`src/rtl/exc_entry_pkg.sv`:
```
package exc_entry_pkg;
  localparam int XW = 32;
  localparam int VW = 8;

  typedef enum logic [1:0] {
    CAUSE_BRK  = 2'd0,
    CAUSE_NMI  = 2'd1,
    CAUSE_BUSF = 2'd2,
    CAUSE_IRQ  = 2'd3
  } cause_e;

  typedef enum logic [1:0] {
    ST_IDLE  = 2'd0,
    ST_FETCH = 2'd1,
    ST_WAIT  = 2'd2
  } seq_st_e;

  // Flag push: top two bits stay, low twenty move up by ten, low ten clear.
  function automatic logic [XW-1:0] flag_push(input logic [XW-1:0] f);
    flag_push = {f[XW-1:XW-2], f[XW-13:0], 10'b0};
  endfunction

  // Status word: vector in bits 15:8, all else zero.
  function automatic logic [XW-1:0] status_word(input logic [VW-1:0] v);
    status_word = {{(XW-VW-8){1'b0}}, v, 8'h00};
  endfunction

  // Table slot address: base plus four bytes per vector.
  function automatic logic [XW-1:0] slot_addr(input logic [XW-1:0] base,
                                               input logic [VW-1:0] v);
    slot_addr = base + {{(XW-VW-2){1'b0}}, v, 2'b00};
  endfunction

  // Return address wound back over a pending delay slot.
  function automatic logic [XW-1:0] rewind(input logic [XW-1:0] pc,
                                           input logic [XW-1:0] ds);
    rewind = pc - ds;
  endfunction
endpackage

```
`src/rtl/exc_vec_select.sv`:
```
module exc_vec_select
  import exc_entry_pkg::*;
(
  input  cause_e          cause,
  input  logic [VW-1:0]   trap_vec,
  input  logic [VW-1:0]   fault_vec,
  input  logic [VW-1:0]   irq_vec,
  input  logic [XW-1:0]   base,
  output logic [VW-1:0]   vec,
  output logic            to_nmi_reg,
  output logic [XW-1:0]   tbl_addr
);
  always_comb begin
    to_nmi_reg = 1'b0;
    unique case (cause)
      CAUSE_BRK:  vec = trap_vec;
      CAUSE_NMI: begin
        vec        = '0;
        to_nmi_reg = 1'b1;
      end
      CAUSE_BUSF: vec = fault_vec;
      default:    vec = irq_vec;
    endcase
  end

  assign tbl_addr = slot_addr(base, vec);
endmodule

```
`src/rtl/exc_ctx_update.sv`:
```
module exc_ctx_update
  import exc_entry_pkg::*;
#(
  parameter int U_BIT = 6,
  parameter int M_BIT = 9,
  parameter int DS_W  = 2
) (
  input  cause_e          cause,
  input  logic [VW-1:0]   vec,
  input  logic [XW-1:0]   pc,
  input  logic [DS_W-1:0] dslot,
  input  logic [XW-1:0]   flags,
  input  logic [XW-1:0]   sp,
  input  logic [XW-1:0]   ksp,
  output logic [XW-1:0]   ret_addr,
  output logic [XW-1:0]   status,
  output logic [XW-1:0]   flags_next,
  output logic            swap,
  output logic [XW-1:0]   usp_next,
  output logic [XW-1:0]   sp_next,
  output logic            ds_clr
);
  logic [XW-1:0] flags_m;

  always_comb begin
    flags_m = flags;
    if (cause == CAUSE_NMI) flags_m[M_BIT] = 1'b0;
  end

  assign flags_next = flag_push(flags_m);
  assign status     = status_word(vec);
  assign ret_addr   = rewind(pc, XW'(dslot));
  assign ds_clr     = |dslot;
  assign swap       = flags[U_BIT];
  assign usp_next   = sp;
  assign sp_next    = swap ? ksp : sp;
endmodule

```
`src/rtl/exc_entry_seq.sv`:
```
module exc_entry_seq
  import exc_entry_pkg::*;
#(
  parameter int U_BIT = 6,
  parameter int M_BIT = 9,
  parameter int DS_W  = 2
) (
  input  logic            clk,
  input  logic            rst_n,
  input  logic            req_valid,
  input  logic [1:0]      req_cause,
  input  logic [VW-1:0]   trap_vec,
  input  logic [VW-1:0]   fault_vec,
  input  logic [VW-1:0]   irq_vec,
  input  logic [XW-1:0]   cur_pc,
  input  logic [DS_W-1:0] dslot_size,
  input  logic [XW-1:0]   flag_in,
  input  logic [XW-1:0]   sp_in,
  input  logic [XW-1:0]   ksp_in,
  input  logic [XW-1:0]   vbase,
  output logic            busy,
  output logic            mem_req_valid,
  input  logic            mem_req_ready,
  output logic [XW-1:0]   mem_addr,
  input  logic            mem_rvalid,
  input  logic [XW-1:0]   mem_rdata,
  output logic            done,
  output logic [XW-1:0]   new_pc,
  output logic [XW-1:0]   ret_addr,
  output logic            ret_we_exc,
  output logic            ret_we_nmi,
  output logic [XW-1:0]   cause_word,
  output logic [XW-1:0]   flag_val,
  output logic [XW-1:0]   usp_val,
  output logic            usp_we,
  output logic [XW-1:0]   sp_val,
  output logic            dslot_clr,
  output logic            abort
);
  seq_st_e         st_q;
  cause_e          cause_q;
  logic [VW-1:0]   vec_q;
  logic            to_nmi_q;
  logic [XW-1:0]   addr_q, pc_q, flags_q, sp_q, ksp_q;
  logic [DS_W-1:0] ds_q;

  // Named internal events
  logic accept, addr_hs, commit, nested_bf;
  logic [VW-1:0] vec_sel;
  logic          to_nmi_sel;
  logic [XW-1:0] addr_sel;
  logic [XW-1:0] c_ret, c_status, c_flags, c_usp, c_sp;
  logic          c_swap, c_dsclr;

  assign busy      = (st_q != ST_IDLE);
  assign accept    = req_valid && !busy;
  assign addr_hs   = (st_q == ST_FETCH) && mem_req_ready;
  assign commit    = (st_q == ST_WAIT) && mem_rvalid;
  assign nested_bf = req_valid && busy && (cause_e'(req_cause) == CAUSE_BUSF)
                     && (cause_q == CAUSE_BUSF);

  exc_vec_select u_sel (
    .cause      (cause_e'(req_cause)),
    .trap_vec   (trap_vec),
    .fault_vec  (fault_vec),
    .irq_vec    (irq_vec),
    .base       (vbase),
    .vec        (vec_sel),
    .to_nmi_reg (to_nmi_sel),
    .tbl_addr   (addr_sel)
  );

  exc_ctx_update #(.U_BIT(U_BIT), .M_BIT(M_BIT), .DS_W(DS_W)) u_ctx (
    .cause      (cause_q),
    .vec        (vec_q),
    .pc         (pc_q),
    .dslot      (ds_q),
    .flags      (flags_q),
    .sp         (sp_q),
    .ksp        (ksp_q),
    .ret_addr   (c_ret),
    .status     (c_status),
    .flags_next (c_flags),
    .swap       (c_swap),
    .usp_next   (c_usp),
    .sp_next    (c_sp),
    .ds_clr     (c_dsclr)
  );

  // Sequencer and context snapshot
  always_ff @(posedge clk) begin
    if (!rst_n) begin
      st_q     <= ST_IDLE;
      cause_q  <= CAUSE_BRK;
      vec_q    <= '0;
      to_nmi_q <= 1'b0;
      addr_q   <= '0;
      pc_q     <= '0;
      flags_q  <= '0;
      sp_q     <= '0;
      ksp_q    <= '0;
      ds_q     <= '0;
    end else begin
      unique case (st_q)
        ST_IDLE: if (accept) begin
          st_q     <= ST_FETCH;
          cause_q  <= cause_e'(req_cause);
          vec_q    <= vec_sel;
          to_nmi_q <= to_nmi_sel;
          addr_q   <= addr_sel;
          pc_q     <= cur_pc;
          flags_q  <= flag_in;
          sp_q     <= sp_in;
          ksp_q    <= ksp_in;
          ds_q     <= dslot_size;
        end
        ST_FETCH: if (addr_hs) st_q <= ST_WAIT;
        ST_WAIT:  if (commit)  st_q <= ST_IDLE;
        default:  st_q <= ST_IDLE;
      endcase
    end
  end

  assign mem_req_valid = (st_q == ST_FETCH);
  assign mem_addr      = addr_q;

  // Commit: every result lands in one cycle
  always_ff @(posedge clk) begin
    if (!rst_n) begin
      done       <= 1'b0;
      new_pc     <= '0;
      ret_addr   <= '0;
      ret_we_exc <= 1'b0;
      ret_we_nmi <= 1'b0;
      cause_word <= '0;
      flag_val   <= '0;
      usp_val    <= '0;
      usp_we     <= 1'b0;
      sp_val     <= '0;
      dslot_clr  <= 1'b0;
      abort      <= 1'b0;
    end else begin
      done       <= commit;
      ret_we_exc <= commit && !to_nmi_q;
      ret_we_nmi <= commit && to_nmi_q;
      usp_we     <= commit && c_swap;
      dslot_clr  <= commit && c_dsclr;
      abort      <= nested_bf;
      if (commit) begin
        new_pc     <= mem_rdata;
        ret_addr   <= c_ret;
        cause_word <= c_status;
        flag_val   <= c_flags;
        usp_val    <= c_usp;
        sp_val     <= c_sp;
      end
    end
  end

  // Assertions
  p_req_hold_r7: assert property (@(posedge clk) disable iff (!rst_n)
    mem_req_valid && !mem_req_ready |=> mem_req_valid && $stable(mem_addr))
    else $error("table request dropped or address moved");

  p_done_pulse_r10: assert property (@(posedge clk) disable iff (!rst_n)
    done |=> !done)
    else $error("done longer than one cycle");

  p_one_ret_r10: assert property (@(posedge clk) disable iff (!rst_n)
    done |-> $countones({ret_we_exc, ret_we_nmi}) == 1)
    else $error("return strobe count wrong");

  p_status_fields_r5: assert property (@(posedge clk) disable iff (!rst_n)
    done |-> (cause_word[31:16] == '0) && (cause_word[7:0] == '0))
    else $error("status word has stray bits");

  p_nmi_vec0_r2: assert property (@(posedge clk) disable iff (!rst_n)
    ret_we_nmi |-> (cause_word[15:8] == '0) && !flag_val[M_BIT+10])
    else $error("non-maskable entry not on vector 0 or mask bit kept");

  p_flags_low_r9: assert property (@(posedge clk) disable iff (!rst_n)
    done |-> flag_val[9:0] == '0)
    else $error("pushed flags low bits not clear");

  p_abort_busy_r12: assert property (@(posedge clk) disable iff (!rst_n)
    abort |-> $past(busy))
    else $error("abort while idle");

  p_idle_quiet_r11: assert property (@(posedge clk) disable iff (!rst_n)
    !busy |-> !mem_req_valid)
    else $error("table request while idle");

  p_done_from_busy_r13: assert property (@(posedge clk) disable iff (!rst_n)
    done |-> $past(busy))
    else $error("done without a sequence");
endmodule

```
`config.mk`:
```
export PLATFORM = sky130hd
export DESIGN_NAME = exc_entry_seq
export DESIGN_NICKNAME = d
export VERILOG_FILES = /design/src/rtl/exc_entry_pkg.sv /design/src/rtl/exc_vec_select.sv /design/src/rtl/exc_ctx_update.sv /design/src/rtl/exc_entry_seq.sv
export SDC_FILE = /design/constraint.sdc
export NUM_CORES = 1
export LEC_CHECK = 0
export ABC_AREA = 0
export BUFFER_PORTS_ARGS = -buffer_cell sky130_fd_sc_hd__buf_2
export CAP_MARGIN = 10
export CORE_AREA = 2 2 180 182
export CTS_BUF_LIST = sky130_fd_sc_hd__clkbuf_4 sky130_fd_sc_hd__clkbuf_8
export DETAILED_ROUTE_END_ITERATION = 8
export DIE_AREA = 0 0 182 184
export GPL_ROUTABILITY_DRIVEN = 0
export HOLD_SLACK_MARGIN = 0.1
export PLACE_DENSITY = 0.83
export SYNTH_ARGS = -nofsm -noshare
export SYNTH_HDL_FRONTEND = slang
export SYNTH_HIERARCHICAL = 1
export SYNTH_SLANG_ARGS = --single-unit
```
`constraint.sdc`:
```
create_clock -name clk -period 4.7 [get_ports clk]
set_input_delay 0.705 -clock clk [delete_from_list [all_inputs] [get_ports clk]]
set_output_delay 0.705 -clock clk [all_outputs]
set_load 0.02 [all_outputs]
```
# Word-level counts from Yosys, hierarchy flattened
# Index checks and enable logic that the tools add are counted.
dict set report word_totals {
  ff_bits 339
  output_inout_bits 232
  elab_cells 59
}
dict set report op_classes {
  add_sub_neg 2
  n_eq_ne 9
  muxes 8
  n_reduce_logical 18
}
# op n
set ops {}
lappend ops {{$add A32 B10 Y32} 1}
lappend ops {{$mux W32} 1}
lappend ops {{$sub A32 B2 Y32} 1}
lappend ops {{$pmux W8 S3} 1}
lappend ops {{$logic_and A1 B1 Y1} 10}
lappend ops {{$eq A2 B1 Y1 const B} 3}
lappend ops {{$eq A2 B2 Y1 const B} 3}
lappend ops {{$mux W2} 3}
lappend ops {{$pmux W2 S3} 1}
lappend ops {{$logic_not A2 Y1} 2}
lappend ops {{$ne A2 B2 Y1 const B} 2}
lappend ops {{$reduce_and A3 Y1} 1}
lappend ops {{$logic_not A1 Y1} 2}
lappend ops {{$mux W1} 2}
lappend ops {{$ne A2 B1 Y1 const B} 1}
lappend ops {{$reduce_and A2 Y1} 1}
lappend ops {{$reduce_bool A2 Y1} 1}
lappend ops {{$reduce_or A2 Y1} 1}

# Depth between registers and ports, before layout
# Gate-level depths: netlist of run 1.
dict set report depth {
  word_depth 5
  ltp_mapped 15
  ltp_nobuf 12
}

# By module
# The synthesis of run 1 kept the hierarchy.
# module n_inst cells_per_inst area_each_um2
set modules_own_cells {}
lappend modules_own_cells {exc_entry_seq 1 1608 14557.7}
lappend modules_own_cells {exc_ctx_update 1 225 1767.9}
lappend modules_own_cells {exc_vec_select 1 124 994.7}

# Worst setup path after synthesis of run 1
# No wires, ideal clock.
dict set report synth_path {
  path_type {input to register}
  start {input port req_cause[1]}
  end {register addr_q[22], in the netlist mem_addr[22]}
  setup_time_ps 72
  arrival_ps 3008
  slack_ps 1621
  cell_stages 15
  n_path_buf 3
  path_cell_list {buf_2 -> and2_1 -> clkbuf_1 -> nand2_1 -> o21ai_0 -> ha_1 -> fa_1 -> a211oi_1 -> o21a_1 -> o21ai_2 -> buf_6 -> nand4_1 -> xnor2_1 -> nand2_1 -> mux2i_1}
}
dict set report synth_via {
  elab_chain_len 3
  elab_cells_between_ends 5
  classes_between {1 x add/sub; 2 x eq/ne; 1 x mux; 1 x reduce/logical}
}
# item line
set synth_lines {}
lappend synth_lines {{from (decl)} exc_entry_seq.sv:11} ;# input logic [1:0] req_cause,
lappend synth_lines {{$eq A2 B2 Y1, or another cell as far along} exc_vec_select.sv:15} ;# unique case (cause)
lappend synth_lines {{$pmux W8 S3 (*)} exc_vec_select.sv:15}
lappend synth_lines {{net vec_sel[0]} exc_entry_seq.sv:49} ;# logic [VW-1:0] vec_sel;
lappend synth_lines {{$add A32 B10 Y32 (*)} exc_entry_pkg.sv:31} ;# slot_addr = base + {{(XW-VW-2){1'b0}}, v, 2'b00};
lappend synth_lines {{net addr_sel[22]} exc_entry_seq.sv:51} ;# logic [XW-1:0] addr_sel;
lappend synth_lines {{to (signal assigned)} exc_entry_seq.sv:110} ;# addr_q <= addr_sel;
lappend synth_lines {{to (decl)} exc_entry_seq.sv:44} ;# logic [XW-1:0] addr_q, pc_q, flags_q, sp_q, ksp_q;
# Mark *: on every way through the listed nets, which the timed path passes. The rest lies on a longest branch.
# A chain may end at the register's enable or synchronous reset.

# Final worst setup path of run 1
dict set report layout_path {
  start {input port req_cause[1]}
  end {register addr_q[24], in the netlist mem_addr[24]}
}
# The elaborated chain is that of the path after synthesis.

==> results of run 1 <==
-- sequential cells by signal, indices dropped and copies added, names as in the netlist, 22 cells and up --
signal and count:
flag_val 32, ret_addr 32, mem_addr 32, sp_val 32, flags_q 22, new_pc 32
cause_word 32, usp_val 32, sp_q 32, pc_q 32, ksp_q 32
-- metrics by stage --
step	instance area, sq um	instances
floorplan	17100	1950
global placement	18600	2582
detailed placement	18600	2582
CTS	19900	2687
global route	19900	2697
finish	19900	2697
-- power groups by stage --
stage          registers, mW  clock network (mW)  logic (mW)
3_5_place_dp            3.36                   0       0.871
6_report                3.30                2.81       0.879
5_1_grt                 3.31                3.02       0.957
4_1_cts                 3.30                2.86       0.876
3_3_place_gp            3.36                   0       0.848
2_1_floorplan           3.38                   0       0.651
-- per-layer routing --
metal	vias to the layer above	share of wire, %
met4	2	4.8
met5	-	0.031
li1	6788	-
met2	439	49
met1	6409	40
met3	143	6.5
-- worst max-delay path: stages --
cell      delay [ns]
buf_2           0.37
and2_1          0.48
nand2_1         0.09
o21ai_0         0.26
ha_1            0.34
fa_1            0.26
a211oi_1        0.11
o21a_1          0.23
o21ai_2         0.55
nand4_1         0.23
xnor2_1         0.21
nand2_1         0.07
mux2i_1         0.13
-- placed cells by master, fill, tap and decap left out, types with 13 or more instances in the layout --
cell type	n
mux2i_1	363
buf_2	445
clkinv_2	13
conb_1	34
nand2_1	727
xnor2_1	31
clkbuf_4	17
dfxtp_1	362
xor2_1	24
clkbuf_8	69
mux2_2	32
-- worst paths after layout --
kind                      start            to  slack [ns]  cells past startpoint
setup / recovery   req_cause[1]  mem_addr[24]        1.16                     13
hold / removal    mem_req_ready       st_q[0]        0.34                      2
setup reg to reg        ds_q[0]  ret_addr[28]        1.48                      9
hold reg to reg     ret_addr[8]   ret_addr[8]        0.45                      2
-- final cells by class --
cell class | count | area [sq um]
timing repair buffer | 462 | 2450
fill | 2518 | 11500
antenna | 10 | 25.0
clock inverter | 19 | 139
clock buffer | 86 | 1080
sequential | 363 | 7270
tap | 402 | 503
inverter | 8 | 30.0
multi-input combinational | 1347 | 8380
==> metrics.yaml, run 1 <==
grt_pass1_wl_um: 66100
ios: 457
synth_warnings: 6
via_per_inst: 5.11
cts_buffers: 60
core-area_sq_um: 31400
drc: 0
rsz0062_at_grt: "false"
grt_usage_pct: 24.0
vdd_drop_max_v: 0.000275
comb_power_share_pct: 12.6
cp_max_fo: 12
fin_ws_ns: 1.16
required_ns: 5.21
fp.dieW_um: 182
postRouteAntennaNets: 0
vias: 13781
dr.first_iter.drc_count: 746
drive_gt1_share_pct: 27.7
max-slew-margin-rel_pct: 27.3
clockRootBuffer: "clkbuf_8"
p_sw_share_pct: 26.8
critical_path_class: "in2reg"
drtPass1Iterations: 5
clkPwrFrac_pct: 40.2
finalNetCount: 2479
grt_use_met1_pct: 27.4
antenna_found_initial: 11
place_ws_ns: 0.642
period_share_pct: 75.3
cts_hold_buf: 0
start_util_pct: 54.0
wl_per_cell_um: 15.6
cap_viol_max_count: 0
cp-start-kind: "primary input"
top_usage_layer: "met2"
whs_ns: 0.336
clkLatencyLatePin_ns: 0.60
power.switching_mw: 1.87
wirelength_um: 41900
use_met3_pct: 5.94
post-cts-setup-buffers: 0
setup_viol: 0
hpwl_um: 29100
die_h_um: 184
hold_viol: 0
report.final.slew_viol_count: 0
area_growth_pct: 17.3
skew_ns: 0.0184
endpoint_kind: "flop"
avgSynthCellArea_sq_um: 8.84
grtUsageMet2_pct: 41.6
syn_inst: 1917
power_density_nw_per_um2: 351
grt_max_degree: 166
syn_area_sq_um: 16900
grt-ovfl-total: 0
tightest_slew_ns: 1.09
power_leakage_nw: 8.94
worstHoldPathType: "in2reg"
clock_path_buffers: 3
share_seq_of_total_power_pct: 47.2
internal-power_mw: 5.11
cts.sinks: 363
maxClockFrequency_mhz: 282
fin_crit_ns: 3.54
row_count: 65
status: "completed"
clk_pin_slew_worst_paths_ns: 0.06
grt_pass1_vias: 13490
ctsResizeCount: 0
cts_tree: "done"
setup-tns-final_ns: 0
final_core_util_pct: 63.3
arrival_ns: 4.06
io_buffers: 446
die-area_sq_um: 33500
p_total_mw: 6.98
htree_levels: 2
No activity file was read; power rests on OpenSTA's default activity.
==> run 2: changes to the inputs <==
--- a/config.mk
+++ b/config.mk
@@ -8,13 +8,12 @@
 export ABC_AREA = 0
 export BUFFER_PORTS_ARGS = -buffer_cell sky130_fd_sc_hd__buf_2
 export CAP_MARGIN = 10
-export CORE_AREA = 2 2 180 182
+export CORE_UTILIZATION = 50
 export CTS_BUF_LIST = sky130_fd_sc_hd__clkbuf_4 sky130_fd_sc_hd__clkbuf_8
 export DETAILED_ROUTE_END_ITERATION = 8
-export DIE_AREA = 0 0 182 184
 export GPL_ROUTABILITY_DRIVEN = 0
 export HOLD_SLACK_MARGIN = 0.1
-export PLACE_DENSITY = 0.83
+export PLACE_DENSITY = 0.79
 export SYNTH_ARGS = -nofsm -noshare
 export SYNTH_HDL_FRONTEND = slang
 export SYNTH_HIERARCHICAL = 1
==> constraint.sdc (replaced) <==
create_clock -name clk -period 2.86 [get_ports clk]
set_input_delay 0.429 -clock clk [delete_from_list [all_inputs] [get_ports clk]]
set_output_delay 0.429 -clock clk [all_outputs]
set_load 0.02 [all_outputs]
==> metrics.yaml, run 2 (synthesis gave the netlist of run 1 again) <==
status: "finished, violations left"
violations: "DRC"
antenna_found_initial: 10  # -1
grt-ovfl-total: 0  # unchanged
die_h_um: 186  # +1.1%
critPathBufInv: 2  # +1
cap_viol_max_count: 0  # unchanged
report.final.slew_viol_count: 0  # unchanged
final_area_sq_um: 21900  # +10%
tightest_slew_ns: 0.742  # -0.348 ns
arrival_ns: 3.26  # -0.80 ns
die-area_sq_um: 34600  # +3.4%
grt_usage_pct: 25.6  # +1.6 points
postRouteAntennaNets: 0  # unchanged
io_buffers: 446  # unchanged
crit_top_cell: "nand2_1"
clkLatencyLatePin_ns: 0.62  # +0.02 ns
instances_no_fill: 2927  # +8.5%
skew_ns: 0.0122  # -0.00627 ns
hold_viol: 0  # unchanged
drc: 4  # +4
vias: 14852  # +7.8%
dr.first_iter.drc_count: 866  # +16%
clockRootBuffer: "clkbuf_8"
grt_pass1_wl_um: 71000  # +7.5%
post-cts-setup-buffers: 0  # unchanged
max-slew-margin-rel_pct: 50.5  # +23 points
cts_tree: "done"
drive_gt1_share_pct: 26.7  # -1.0 points
wirelength_um: 47100  # +12%
clock_path_buffers: 3  # unchanged
critPathTopFamily: "simple AND/OR/NAND/NOR gates"
cp_max_fo: 8  # -4
power_leakage_nw: 9.80  # +9.6%
period_share_pct: 94.9
finalNetCount: 2664  # +7.5%
hpwl_um: 29500  # +1.5%
power_density_nw_per_um2: 556  # +58%
grt_max_degree: 93  # -44%
worstHoldPathType: "in2reg"
required_ns: 3.40  # -1.81 ns
rsz0062_at_grt: "false"
cp_slowest_cell: "or4b_2"
maxClockFrequency_mhz: 369
mostFrequentLayoutCell: "nand2_1"
area_growth_pct: 29.4
path_cells: "inv_1 > ha_1 > fa_1 > or4b_2 > nor4_4 > nand2_1 > buf_4 > nor4_1 > xor2_1 > nand2_1 > mux2i_1"
fin_crit_ns: 2.71
dpl_cell_area_sq_um: 19000  # +1.8%
core-area_sq_um: 33400  # +6.5%
layout_common_cells: "nand2_1, buf_2, mux2i_1, dfxtp_1, dlygate4sd3_1"
place_ws_ns: -0.272  # -0.914 ns
cp-start-kind: "flop"
fin_ws_ns: 0.146  # -1.01 ns
vdd_drop_max_v: 0.000476  # +73%
grt_pass1_vias: 14623  # +8.4%
start_util_pct: 50.7  # -3.3 points
place_inst: 2654  # +2.8%
cts_buffers: 61  # +1.7%
worst_path_largest_cell_delay_ns: 0.66  # +0.11 ns
htree_levels: 2  # unchanged
endpoint_kind: "flop"
wl_per_cell_um: 16.1  # +3.5%
clk_pin_slew_worst_paths_ns: 0.06  # about the same
cts.sinks: 363  # unchanged
fp.dieW_um: 186  # +2.2%
setup_viol: 0  # unchanged
drtPass1Iterations: 7  # +2
row_count: 67  # +3.1%
via_per_inst: 5.07  # -0.70%
ios: 457  # unchanged
critical_path_class: "reg2reg"
-- run 2: cell count changes in the layout (fill, tap and decap cells not counted), moves of 2 or more --
cell and change:
dlygate4sd3_1 +158, bufinv_16 +2, clkbuf_8 +8, buf_12 +7
buf_4 +19, clkinv_4 -2, clkinv_2 -9, inv_6 -2
-- run 2: per-stage QoR --
step,setup TNS [ns],hold WS (ns),total power [mW],util [%]
final,0,0.137,12.2,65.5
after global routing,0,0.118,12.7,65.5
after CTS,0,0.101,12.2,65.4
after detailed placement,-2.54,0.445,7.02,56.7
after global placement,-1.45,0.439,6.97,56.7
after floorplan,0,0.411,6.63,-
-- run 2: cell type report --
class / count / area [sq um]
flip-flops and latches: 363 / 7270
clock buffers: 95 / 1190
diodes: 11 / 27.5
well taps: 448 / 561
inverters: 8 / 30.0
multi-input cells: 1347 / 8400
fillers: 2438 / 11500
repair buffers: 646 / 4310
clock inverters: 9 / 130
-- run 2: worst min-delay path, stage by stage --
cell,delay (ns)
buf_2,0.10
xnor2_1,0.06
nand2_1,0.05
mux2i_1,0.06
-- run 2: power by group --
group          internal (mW)  switching, mW  leakage (nW)
Combinational          0.811          0.928          6.14
Sequential              5.27          0.144          2.95
Clock                   2.91           2.12         0.705
-- run 2: layer usage --
| metal | share of wire, % | vias up | global-route usage (%) | wire length (um) |
|---|---|---|---|---|
| met5 | 0 | - | 0 | 0 |
| met4 | 5.8 | 0 | 15.2 | 2740 |
| met3 | 7.0 | 197 | 6.52 | 3300 |
| met2 | 49 | 587 | 45.0 | 23100 |
| met1 | 38 | 6919 | 27.6 | 18000 |
| li1 | - | 7149 | - | - |
-- run 2: path summary, 6_finish.rpt --
path	start	depth (start not counted)	to	slack, ns
max	pc_q[0]	11	ret_addr[28]	0.15
min	vbase[24]	4	mem_addr[24]	0.14
max reg2reg	pc_q[0]	11	ret_addr[28]	0.15
min reg2reg	mem_addr[17]	2	mem_addr[17]	0.45
-- run 2: what timing repair did --
action / in CTS / in global routing
setup endpoints to repair: 0 / 6
endpoints found under the hold margin: 158 / 0
resized for setup: 0 / 2
hold buffers: 158 / 0
